File: src/rtl/pf_stats_pkg.sv
// Package: shared constants and register-select encoding for the prefetch
// statistics unit. Assumes counter indices match read addresses 0..6.
package pf_stats_pkg;
    localparam int N_CNT = 7;

    typedef enum logic [3:0] {
        SEL_TOTAL    = 4'd0,
        SEL_DONE     = 4'd1,
        SEL_USEFUL   = 4'd2,
        SEL_WASTED   = 4'd3,
        SEL_LATE     = 4'd4,
        SEL_CANCEL   = 4'd5,
        SEL_OVERFLOW = 4'd6,
        SEL_LAT_LO   = 4'd7,
        SEL_LAT_HI   = 4'd8
    } stat_sel_e;
endpackage

File: src/rtl/pf_sat_cnt.sv
// Module: saturating event counter with synchronous clear.
// Assumes inc_i is a single-cycle pulse per event; clear beats increment.
module pf_sat_cnt #(
    parameter int W = 32
) (
    input  logic         clk,
    input  logic         rst_n,
    input  logic         clr_i,
    input  logic         inc_i,
    output logic [W-1:0] cnt_o
);
    localparam logic [W-1:0] MAXV = {W{1'b1}};

    // Count events, hold at all ones, zero on reset or clear.
    always_ff @(posedge clk) begin
        if (!rst_n || clr_i)
            cnt_o <= '0;
        else if (inc_i && cnt_o != MAXV)
            cnt_o <= cnt_o + W'(1);
    end

    AST_CNT_HOLD_MAX: assert property (@(posedge clk) disable iff (!rst_n)
        (cnt_o == MAXV && !clr_i) |=> cnt_o == MAXV);
    AST_CNT_CLEAR: assert property (@(posedge clk) disable iff (!rst_n)
        clr_i |=> cnt_o == '0);
    AST_CNT_STEP: assert property (@(posedge clk) disable iff (!rst_n)
        (inc_i && !clr_i && cnt_o != MAXV) |=> cnt_o == $past(cnt_o) + W'(1));
endmodule

File: src/rtl/pf_line_marks.sv
// Module: per-line "filled by prefetch, not yet used" mark table.
// Produces useful / unuseful pulses. Assumes NUM_LINES is a power of two.
// A fill sets a mark; a hit or eviction clears it; a fill wins over a
// clear on the same line in the same cycle.
module pf_line_marks #(
    parameter int NUM_LINES = 64,
    localparam int LINE_W = $clog2(NUM_LINES)
) (
    input  logic              clk,
    input  logic              rst_n,
    input  logic              fill_i,
    input  logic [LINE_W-1:0] fill_line_i,
    input  logic              hit_i,
    input  logic [LINE_W-1:0] hit_line_i,
    input  logic              evict_i,
    input  logic [LINE_W-1:0] evict_line_i,
    output logic              useful_o,
    output logic              unuseful_o
);
    logic [NUM_LINES-1:0] mark_q;
    logic                 same_line;

    // Score outcomes; a same-line hit in the same cycle takes the line.
    always_comb begin
        same_line  = hit_i && (hit_line_i == evict_line_i);
        useful_o   = hit_i && mark_q[hit_line_i];
        unuseful_o = evict_i && mark_q[evict_line_i] && !same_line;
    end

    for (genvar g = 0; g < NUM_LINES; g++) begin : g_mark
        // Set on fill, clear on first hit or eviction of this line.
        always_ff @(posedge clk) begin
            if (!rst_n)
                mark_q[g] <= 1'b0;
            else if (fill_i && fill_line_i == LINE_W'(g))
                mark_q[g] <= 1'b1;
            else if ((hit_i && hit_line_i == LINE_W'(g)) ||
                     (evict_i && evict_line_i == LINE_W'(g)))
                mark_q[g] <= 1'b0;
        end
    end

    AST_SAME_LINE_USEFUL_ONLY: assert property (@(posedge clk) disable iff (!rst_n)
        (hit_i && evict_i && hit_line_i == evict_line_i) |-> !unuseful_o);
    AST_USEFUL_NEEDS_HIT: assert property (@(posedge clk) disable iff (!rst_n)
        useful_o |-> hit_i);
    AST_USEFUL_ONCE: assert property (@(posedge clk) disable iff (!rst_n)
        (useful_o && !(fill_i && fill_line_i == hit_line_i))
        |=> !(useful_o && hit_line_i == $past(hit_line_i)));
endmodule

File: src/rtl/pf_latency.sv
// Module: issue-to-fill latency accumulator. Records a local cycle stamp
// per tag on issue and adds (now - stamp) mod 2^TS_W to a saturating sum
// on fill. Assumes ACC_W >= TS_W and NUM_TAGS a power of two.
module pf_latency #(
    parameter int NUM_TAGS = 16,
    parameter int TS_W     = 16,
    parameter int ACC_W    = 48,
    localparam int TAG_W   = $clog2(NUM_TAGS)
) (
    input  logic             clk,
    input  logic             rst_n,
    input  logic             clr_i,
    input  logic             issue_i,
    input  logic [TAG_W-1:0] issue_tag_i,
    input  logic             fill_i,
    input  logic [TAG_W-1:0] fill_tag_i,
    output logic [ACC_W-1:0] acc_o
);
    localparam logic [ACC_W-1:0] ACC_MAX = {ACC_W{1'b1}};

    logic [TS_W-1:0]  now_q;
    logic [TS_W-1:0]  stamp_q [NUM_TAGS];
    logic [TS_W-1:0]  delta;
    logic [ACC_W:0]   sum;

    // Free-running local time base.
    always_ff @(posedge clk) begin
        if (!rst_n) now_q <= '0;
        else        now_q <= now_q + TS_W'(1);
    end

    for (genvar t = 0; t < NUM_TAGS; t++) begin : g_stamp
        // Capture the issue time of this tag.
        always_ff @(posedge clk) begin
            if (!rst_n)
                stamp_q[t] <= '0;
            else if (issue_i && issue_tag_i == TAG_W'(t))
                stamp_q[t] <= now_q;
        end
    end

    // Elapsed time and widened sum for the overflow test.
    always_comb begin
        delta = now_q - stamp_q[fill_tag_i];
        sum   = {1'b0, acc_o} + (ACC_W + 1)'(delta);
    end

    // Accumulate on fill, stick at all ones, clear beats add.
    always_ff @(posedge clk) begin
        if (!rst_n || clr_i)
            acc_o <= '0;
        else if (fill_i)
            acc_o <= sum[ACC_W] ? ACC_MAX : sum[ACC_W-1:0];
    end

    AST_ACC_MONOTONIC: assert property (@(posedge clk) disable iff (!rst_n)
        !clr_i |=> acc_o >= $past(acc_o));
    AST_ACC_HOLD_MAX: assert property (@(posedge clk) disable iff (!rst_n)
        (acc_o == ACC_MAX && !clr_i) |=> acc_o == ACC_MAX);
    AST_ACC_CLEAR: assert property (@(posedge clk) disable iff (!rst_n)
        clr_i |=> acc_o == '0);
endmodule

File: src/rtl/pf_stats_top.sv
// Module: prefetch outcome statistics unit. Seven saturating counters,
// a per-line usefulness mark table and an issue-to-fill latency sum,
// read through a combinational register port. Assumes ACC_W <= 2*CNT_W
// so the accumulator fits in two read addresses.
module pf_stats_top
    import pf_stats_pkg::*;
#(
    parameter int CNT_W     = 32,
    parameter int ACC_W     = 48,
    parameter int TS_W      = 16,
    parameter int NUM_TAGS  = 16,
    parameter int NUM_LINES = 64,
    localparam int TAG_W    = $clog2(NUM_TAGS),
    localparam int LINE_W   = $clog2(NUM_LINES)
) (
    input  logic              clk,
    input  logic              rst_n,
    input  logic              clr_i,
    input  logic              gen_i,
    input  logic              issue_i,
    input  logic [TAG_W-1:0]  issue_tag_i,
    input  logic              fill_i,
    input  logic [TAG_W-1:0]  fill_tag_i,
    input  logic [LINE_W-1:0] fill_line_i,
    input  logic              late_i,
    input  logic              cancel_i,
    input  logic              ovf_i,
    input  logic              hit_i,
    input  logic [LINE_W-1:0] hit_line_i,
    input  logic              evict_i,
    input  logic [LINE_W-1:0] evict_line_i,
    input  logic [3:0]        rd_addr_i,
    output logic [CNT_W-1:0]  rd_data_o
);
    logic             useful, unuseful;
    logic [N_CNT-1:0] inc;
    logic [CNT_W-1:0] cnt [N_CNT];
    logic [ACC_W-1:0] acc;

    pf_line_marks #(.NUM_LINES(NUM_LINES)) i_marks (
        .clk          (clk),
        .rst_n        (rst_n),
        .fill_i       (fill_i),
        .fill_line_i  (fill_line_i),
        .hit_i        (hit_i),
        .hit_line_i   (hit_line_i),
        .evict_i      (evict_i),
        .evict_line_i (evict_line_i),
        .useful_o     (useful),
        .unuseful_o   (unuseful)
    );

    pf_latency #(.NUM_TAGS(NUM_TAGS), .TS_W(TS_W), .ACC_W(ACC_W)) i_lat (
        .clk         (clk),
        .rst_n       (rst_n),
        .clr_i       (clr_i),
        .issue_i     (issue_i),
        .issue_tag_i (issue_tag_i),
        .fill_i      (fill_i),
        .fill_tag_i  (fill_tag_i),
        .acc_o       (acc)
    );

    // Route each event to its counter slot (slot = read address).
    always_comb begin
        inc               = '0;
        inc[SEL_TOTAL]    = gen_i;
        inc[SEL_DONE]     = fill_i;
        inc[SEL_USEFUL]   = useful;
        inc[SEL_WASTED]   = unuseful;
        inc[SEL_LATE]     = late_i;
        inc[SEL_CANCEL]   = cancel_i;
        inc[SEL_OVERFLOW] = ovf_i;
    end

    for (genvar k = 0; k < N_CNT; k++) begin : g_cnt
        pf_sat_cnt #(.W(CNT_W)) i_cnt (
            .clk   (clk),
            .rst_n (rst_n),
            .clr_i (clr_i),
            .inc_i (inc[k]),
            .cnt_o (cnt[k])
        );
    end

    // Register read mux; unmapped addresses return zero.
    always_comb begin
        rd_data_o = '0;
        if (rd_addr_i < 4'(N_CNT))
            rd_data_o = cnt[rd_addr_i[2:0]];
        else if (rd_addr_i == SEL_LAT_LO)
            rd_data_o = acc[CNT_W-1:0];
        else if (rd_addr_i == SEL_LAT_HI)
            rd_data_o = CNT_W'(acc >> CNT_W);
    end

    AST_DONE_TRACKS_FILL: assert property (@(posedge clk) disable iff (!rst_n)
        (fill_i && !clr_i && cnt[SEL_DONE] != {CNT_W{1'b1}})
        |=> cnt[SEL_DONE] != '0);
endmodule

File: config.mk
export PLATFORM = sky130hd
export DESIGN_NAME = pf_stats_top
export DESIGN_NICKNAME = d
export VERILOG_FILES = /design/src/rtl/pf_stats_pkg.sv /design/src/rtl/pf_sat_cnt.sv /design/src/rtl/pf_line_marks.sv /design/src/rtl/pf_latency.sv /design/src/rtl/pf_stats_top.sv
export SDC_FILE = /design/constraint.sdc
export NUM_CORES = 1
export LEC_CHECK = 0
export BUFFER_PORTS_ARGS = -buffer_cell sky130_fd_sc_hd__buf_4
export CAP_MARGIN = 20
export CORE_MARGIN = 2
export CORE_UTILIZATION = 30
export DETAILED_ROUTE_END_ITERATION = 10
export HOLD_SLACK_MARGIN = 0.08
export PLACE_DENSITY_LB_ADDON = 0.15
export SLEW_MARGIN = 40
export SYNTH_ARGS = -nofsm -noshare
export SYNTH_HDL_FRONTEND = slang
export SYNTH_SLANG_ARGS = --single-unit
export TNS_END_PERCENT = 30
File: constraint.sdc
create_clock -name clk -period 7.9 [get_ports clk]
set_input_delay 0.395 -clock clk [delete_from_list [all_inputs] [get_ports clk]]
set_output_delay 0.395 -clock clk [all_outputs]
set_load 0.02 [all_outputs]
==> flow_summary.ini, run 1 <==
[run_status]
status = finished, final reports clean

[synthesis]
yosysSeqAreaShare_pct = 45.36
synth.distinct_cells = 78
synth_nets = 3267
ys.flop_type = dfxtp_1
synth_edf_count = 256
syn_area_per_cell_sq_um = 10.21
yosysWarningCount = 0
syn_area_sq_um = 32480
async_reset_ff_share_pct = 0
syn_inst = 3182
synth-seq-cells = 608

[global_routing]
grt_antenna_before_repair = 4
grt_max_degree = 116
grt_overflow = 0
use_met1_pct = 26.64
grt_pass1_vias = 24130
gr-usage-met3_pct = 3.116
top_usage_layer = met2
met2_usage_pct = 29.86
globalRouteTotalUtil_pct = 18.93
grt_pass1_wl_mm = 159.7

[critical_path]
crit_slowest_cell = o41ai_1
critPathMaxStageDelay_ns = 0.66
crit_fanout = 12
critical_path_required_ns = 8.45
crit_path_frequent_cell = nand2_1
crit_buf_inv = 1
cp_data_arrival_time_ns = 6.46
rrSetupSlack_ns = 1.99
cp_cell_sequence = mux4_2 -> mux4_2 -> inv_1 -> ha_1 -> nand2_1 -> nand2_1 -> a21oi_1 -> o21ai_0 -> o41ai_1 -> o21ai_0 -> o41ai_1 -> xnor2_1 -> ha_1 -> nand2_1 -> or3_1 -> o31ai_4 -> nand3_1 -> o21ba_2 -> nor3_1
path_class = reg2reg
cp-end-kind = flip-flop
crit_path_start_kind = flip-flop
cp_top_family = compound AO/OA/AOI/OAI gates

[place]
place_congestion = 0.8530
port_buffers = 72
dp_hpwl_mm = 73.59
numPlacedInstances = 4522

[clocking]
tritoncts = done
cts_hold_buffers = 0
clockBufferDepth = 3
cts.reportedPaths.clkPinSlew_ns = 0.06
clk_latency_ns = 0.67
cts_setup_buffers = 0
ctsResizeCount = 0
root_buffer = clkbuf_16
clock_sinks = 608
cts_buffers = 77
htree_num_levels = 3

[cells_and_area]
layout_common_cells = 352 x dfxtp_1, 301 x nor2_1, 268 x and2_1, 256 x edfxtp_1, 192 x nand2_1
drive_above_1_share_pct = 13.66
syn_to_final_growth_pct = 14.86
final_cell_count_no_fill = 4662
mostFrequentLayoutCell = dfxtp_1
post-route-util_pct = 34.80
final_nets = 3284

[worst_hold_path]
hold_class = in2reg

[routing]
drt_iter0_drc = 1947
wl_per_cell_um = 22.70
ant_nets = 0
viasPerCell = 5.231
vias = 24390
first_pass_iters = 6
wirelength_mm = 105.8
post-route-drc-count = 0

[pwr]
switching_share_pct = 25.81
p_leak_nw = 12.54
vdd_drop_max_mv = 0.1409
power.internal_w = 0.005659
clkPwrFrac_pct = 46.6
pwr-share-comb_pct = 9.2
power_frac_seq_pct = 44.3
p_per_area_nw_per_um2 = 204.5
p_sw_w = 0.001969

[timing]
fmaxAchievable_ghz = 0.1693
fin_crit_sh_pct = 74.75
setup_violations = 0
slew_headroom_pct = 45.16
drv_slew = 0
min_period_ns = 5.906
tns_ns = 0
rsz0062_at_grt = false
fin_hold_ws_ns = 0.1514
clock_skew_ns = 0.04034
hold_viol_final = 0
tightest_slew_ns = 0.8164

[floorplanning]
start_util_pct = 30.30
num_rows = 120
chipHeight_um = 333.1
core_region_area_sq_um = 107200
io_pins = 73
dieArea_sq_um = 110900
die_x_um = 333.1

[flow_run]
cap_violations = 0
[power groups by stage]
stage / sequential (W) / clock, W / combinational, W
2_1_floorplan: 0.00343 / 0 / 0.000467
3_3_place_gp: 0.00345 / 0 / 0.000691
3_5_place_dp: 0.00344 / 0 / 0.000699
4_1_cts: 0.00338 / 0.00364 / 0.000701
5_1_grt: 0.00338 / 0.00377 / 0.000758
6_report: 0.00338 / 0.00355 / 0.000700
[worst register-to-register path: cells and delay by family, from the launching register on]
kind | cells | cell delay (ns)
DFF | 1 | 0.43
AOI/OAI and AO/OA | 7 | 2.56
muxes | 2 | 0.93
and+or+nand+nor | 6 | 1.00
xor gates and xnor gates | 1 | 0.16
adders and majority gates | 2 | 0.63
buffers and inverters | 1 | 0.07
[cells in the mapped netlist, types with 5 or more instances]
cell      instances  share of area, %
o21ai_0         132               2.0
a31oi_1           7              0.13
buf_1            22              0.25
nand2b_1         22              0.42
mux2i_1          98               3.0
xor2_1          106               2.9
xnor2_1         131               3.5
mux4_2          140               9.7
dfxtp_1         352                22
inv_1            67              0.77
a21o_1           11              0.25
nor3_1           98               1.5
a22oi_1         143               3.3
buf_2            16              0.25
and2_1          268               5.2
a21oi_1          91               1.4
o21a_1            8              0.18
or2_2             7              0.13
nand3_1         103               1.6
clkbuf_1        152               1.8
nand2_1         192               2.2
nor3b_1           5              0.12
nand4_1          79               1.5
or4_1            12              0.28
nor4_1           24              0.46
and3_1           53               1.0
a211oi_1          5              0.12
ha_1             42               1.6
nor2_1          307               3.5
or3_1            43              0.83
o211ai_1          5              0.12
edfxtp_1        256                24
and4_1           28              0.75
o21bai_1          5              0.12
nor2b_1          79               1.5
[sequential cells by signal, summed over array words and instances, names as in the netlist]
name / cells
g_cnt.i_cnt.cnt_o: 224
i_marks.mark_q: 64
i_lat.now_q: 16
i_lat.acc_o: 48
i_lat.stamp_q: 256
[area by class of cell]
class	count	area, sq um
multi-input combinational	2312	16970
sequential	608	14730
clock buffer	97	2093
tap	1403	1755
timing repair buffer	132	1072
antenna	2	5.005
fill	10880	69890
clock inverter	40	424.2
inverter	68	255.2
[stage by stage]
stage	setup WS [ns]	power, W	instance area (sq um)
5_1_grt	1.478	0.007905	37310
3_5_place_dp	1.360	0.004144	34740
3_3_place_gp	1.116	0.004137	34550
4_1_cts	1.998	0.007722	37260
6_report	1.995	0.007628	37310
2_1_floorplan	1.903	0.003895	32480
[layer usage]
| layer | vias up | share of wire (%) |
|---|---|---|
| met1 | 12080 | 48 |
| li1 | 11620 | - |
| met4 | 2 | 2.5 |
| met3 | 131 | 4.4 |
| met2 | 554 | 46 |
| met5 | - | 0.012 |
[kinds of logic (layout without fill, tap and decap cells)]
kind of cell / Yosys count / in the layout / synth area share [%]
adders and majority gates: 44 / 44 / 1.741
muxes: 241 / 241 / 12.88
xor gates and xnor gates: 237 / 237 / 6.390
and+or+nand+nor: 1341 / 1341 / 21.65
other: 0 / 2 / 0
AOI/OAI and AO/OA: 449 / 449 / 8.840
buffers and inverters: 262 / 337 / 3.147
DFF: 608 / 608 / 45.36
[worst paths after layout]
check,start,endpoint,cells after the start
worst min register to register,g_cnt[1].i_cnt.cnt_o[28],g_cnt[1].i_cnt.cnt_o[28],2
worst max-delay path,i_lat.stamp_q[13][2],i_lat.acc_o[29],19
worst min-delay path,gen_i,g_cnt[0].i_cnt.cnt_o[30],3
worst max register to register,i_lat.stamp_q[13][2],i_lat.acc_o[29],19
Power figures use the tool's default switching activity.
==> run 2: changes to the inputs <==
Clock period 7.9 ns to 5.2 ns, I/O delays scaled along.
==> flow_summary.ini, run 2 (same netlist as run 1, synthesis figures left out) <==
[flow_run]
cap_violations = 0

[routing]
first_pass_iters = 5
wl_met1_mm = 48.46
drt_iter0_drc = 1728
highest_layer = met4
viasPerCell = 5.170
wirelength_mm = 103.5
post-route-drc-count = 0
met3_length_mm = 5.302
wl_per_cell_um = 21.82
route.met2.wl_mm = 47.03
vias = 24530
ant_nets = 0

[timing]
layout_setup_ws_ns = 0.1752
fin_hold_ws_ns = 0.1405
fin_crit_sh_pct = 96.63
tightest_slew_ns = 0.8810
setup_violations = 0
clock_skew_ns = 0.04344
min_period_ns = 5.025
slew_headroom_pct = 40.72
rsz0062_at_grt = true
hold_viol_final = 0
tns_ns = 0
drv_slew = 0
fmaxAchievable_ghz = 0.1990

[pwr]
p_per_area_nw_per_um2 = 304.5
switching_share_pct = 25.63
pwr-share-comb_pct = 10.3
fin_total_pwr_w = 0.01159
p_sw_w = 0.002971
power_frac_seq_pct = 44.3
vdd_drop_max_mv = 0.2169
p_leak_nw = 12.99
clkPwrFrac_pct = 45.4
power.internal_w = 0.008621

[floorplanning]
io_pins = 73
num_rows = 120
dieArea_sq_um = 110900
core_region_area_sq_um = 107200
start_util_pct = 30.30
die_x_um = 333.1
chipHeight_um = 333.1

[clocking]
clockBufferDepth = 3
cts_buffers = 77
htree_num_levels = 3
tritoncts = done
cts.reportedPaths.clkPinSlew_ns = 0.06
clock_sinks = 608
root_buffer = clkbuf_16
clk_latency_ns = 0.66

[global_routing]
grt_max_degree = 168
grt_pass1_wl_mm = 157.0
grt_pass1_vias = 24520
grt_overflow = 0
grt_antenna_before_repair = 0
globalRouteTotalUtil_pct = 18.45

[critical_path]
crit_buf_inv = 3
path_class = reg2reg
critical_path_required_ns = 5.76
critPathMaxStageDelay_ns = 0.54
cp_top_family = compound AO/OA/AOI/OAI gates
cp_data_arrival_time_ns = 5.58
cp_cell_sequence = mux4_2 -> mux4_2 -> inv_2 -> ha_4 -> nand2_2 -> nand2_2 -> a21oi_4 -> o21ai_2 -> o41ai_2 -> buf_4 -> o21ai_4 -> o41ai_2 -> xnor2_1 -> ha_1 -> nand2_1 -> or3_4 -> o31ai_4 -> buf_12 -> nand4_1 -> xor2_1 -> a21oi_1
cp.depth = 21
crit_slowest_cell = mux4_2
r2r_cells = 21
cp-end-kind = flip-flop
crit_path_start_kind = flip-flop
crit_fanout = 8

[worst_hold_path]
min_path_cells = 4
hold_class = in2reg

[cells_and_area]
mostFrequentLayoutCell = dfxtp_1
regMostFlops = i_lat.stamp_q
syn_to_final_growth_pct = 17.20
final_nets = 3372
top_regs = i_lat.stamp_q: 256 flops, g_cnt.i_cnt.cnt_o: 224 flops, i_marks.mark_q: 64 flops
layout_common_cells = 349 x dfxtp_1, 296 x nor2_1, 268 x and2_1, 256 x edfxtp_1, 194 x buf_4
antenna_cells = 0
fin_area_sq_um = 38070
drive_above_1_share_pct = 16.16
largest_register_ffs = 256

[place]
place_congestion = 0.8410
dp_hpwl_mm = 72.71
placed_area_sq_um = 35300
dp_slack_ns = -0.2832
port_buffers = 72

[run_status]
status = finished, final reports clean
[run 2: cell types whose count changed in the layout (fill, tap and decap cells not counted), moves of 5 or more]
cell,before,now
nor2_2,5,10
o21ai_0,116,111
nor2_1,301,296
dlygate4sd3_1,0,13
buf_12,3,8
clkbuf_1,12,20
buf_4,126,194
o21ai_2,4,10
a21oi_1,91,86
[run 2: repair_timing]
action,CTS,global route
endpoints found under the hold margin,23,0
pin swaps,0,24
endpoints found under the setup margin,11,48
hold buffers,13,0
gates resized for setup,3,26
buffers inserted,0,7
[run 2: final timing paths]
| check | start | to | slack (ns) |
|---|---|---|---|
| max | i_lat.stamp_q[10][2] | i_lat.acc_o[33] | 0.18 |
| min | fill_line_i[4] | i_marks.mark_q[15] | 0.14 |
| max reg2reg | i_lat.stamp_q[10][2] | i_lat.acc_o[33] | 0.18 |
| min reg2reg | g_cnt[1].i_cnt.cnt_o[18] | g_cnt[1].i_cnt.cnt_o[18] | 0.50 |
[run 2: area by class of cell]
| cell class | count | area (sq um) |
|---|---|---|
| clock buffers | 104 | 2132 |
| clock inverters | 29 | 291.5 |
| fillers | 10930 | 69130 |
| inverters | 68 | 255.2 |
| multi-input cells | 2312 | 17090 |
| flip-flops and latches | 608 | 14740 |
| well taps | 1403 | 1755 |
| repair buffers | 220 | 1807 |
[run 2: power by group through the flow]
stage                     Combinational [W]  Sequential [W]  Clock (W)
final                               0.00120         0.00513    0.00527
after global routing                0.00130         0.00514    0.00559
after CTS                           0.00117         0.00513    0.00542
after detailed placement            0.00115         0.00523          0
after global placement              0.00115         0.00523          0
after floorplan                    0.000713         0.00521          0
[run 2: worst register-to-register path, stage by stage, from the launching register on]
cell and delay, ns:
edfxtp_1 0.37, mux4_2 0.54, mux4_2 0.49, inv_2 0.08
ha_4 0.20, nand2_2 0.06, nand2_2 0.07, a21oi_4 0.15
o21ai_2 0.09, o41ai_2 0.37, buf_4 0.20, o21ai_4 0.05
o41ai_2 0.31, xnor2_1 0.16, ha_1 0.32, nand2_1 0.06
or3_4 0.40, o31ai_4 0.39, buf_12 0.18, nand4_1 0.11
xor2_1 0.18, a21oi_1 0.15
[run 2: routing by layer]
layer / track usage, % / vias up
li1: - / 11790
met5: 0 / -
met1: 25.77 / 12050
met2: 29.10 / 554
met4: 5.545 / 0
met3: 3.209 / 135
[run 2: stage by stage]
stage               utilization (%)  cells
finish                        35.51   4744
global route                  35.51   4744
CTS                           35.33   4735
detailed placement            32.93   4589
global placement              32.82   4589
floorplan                         -   3182
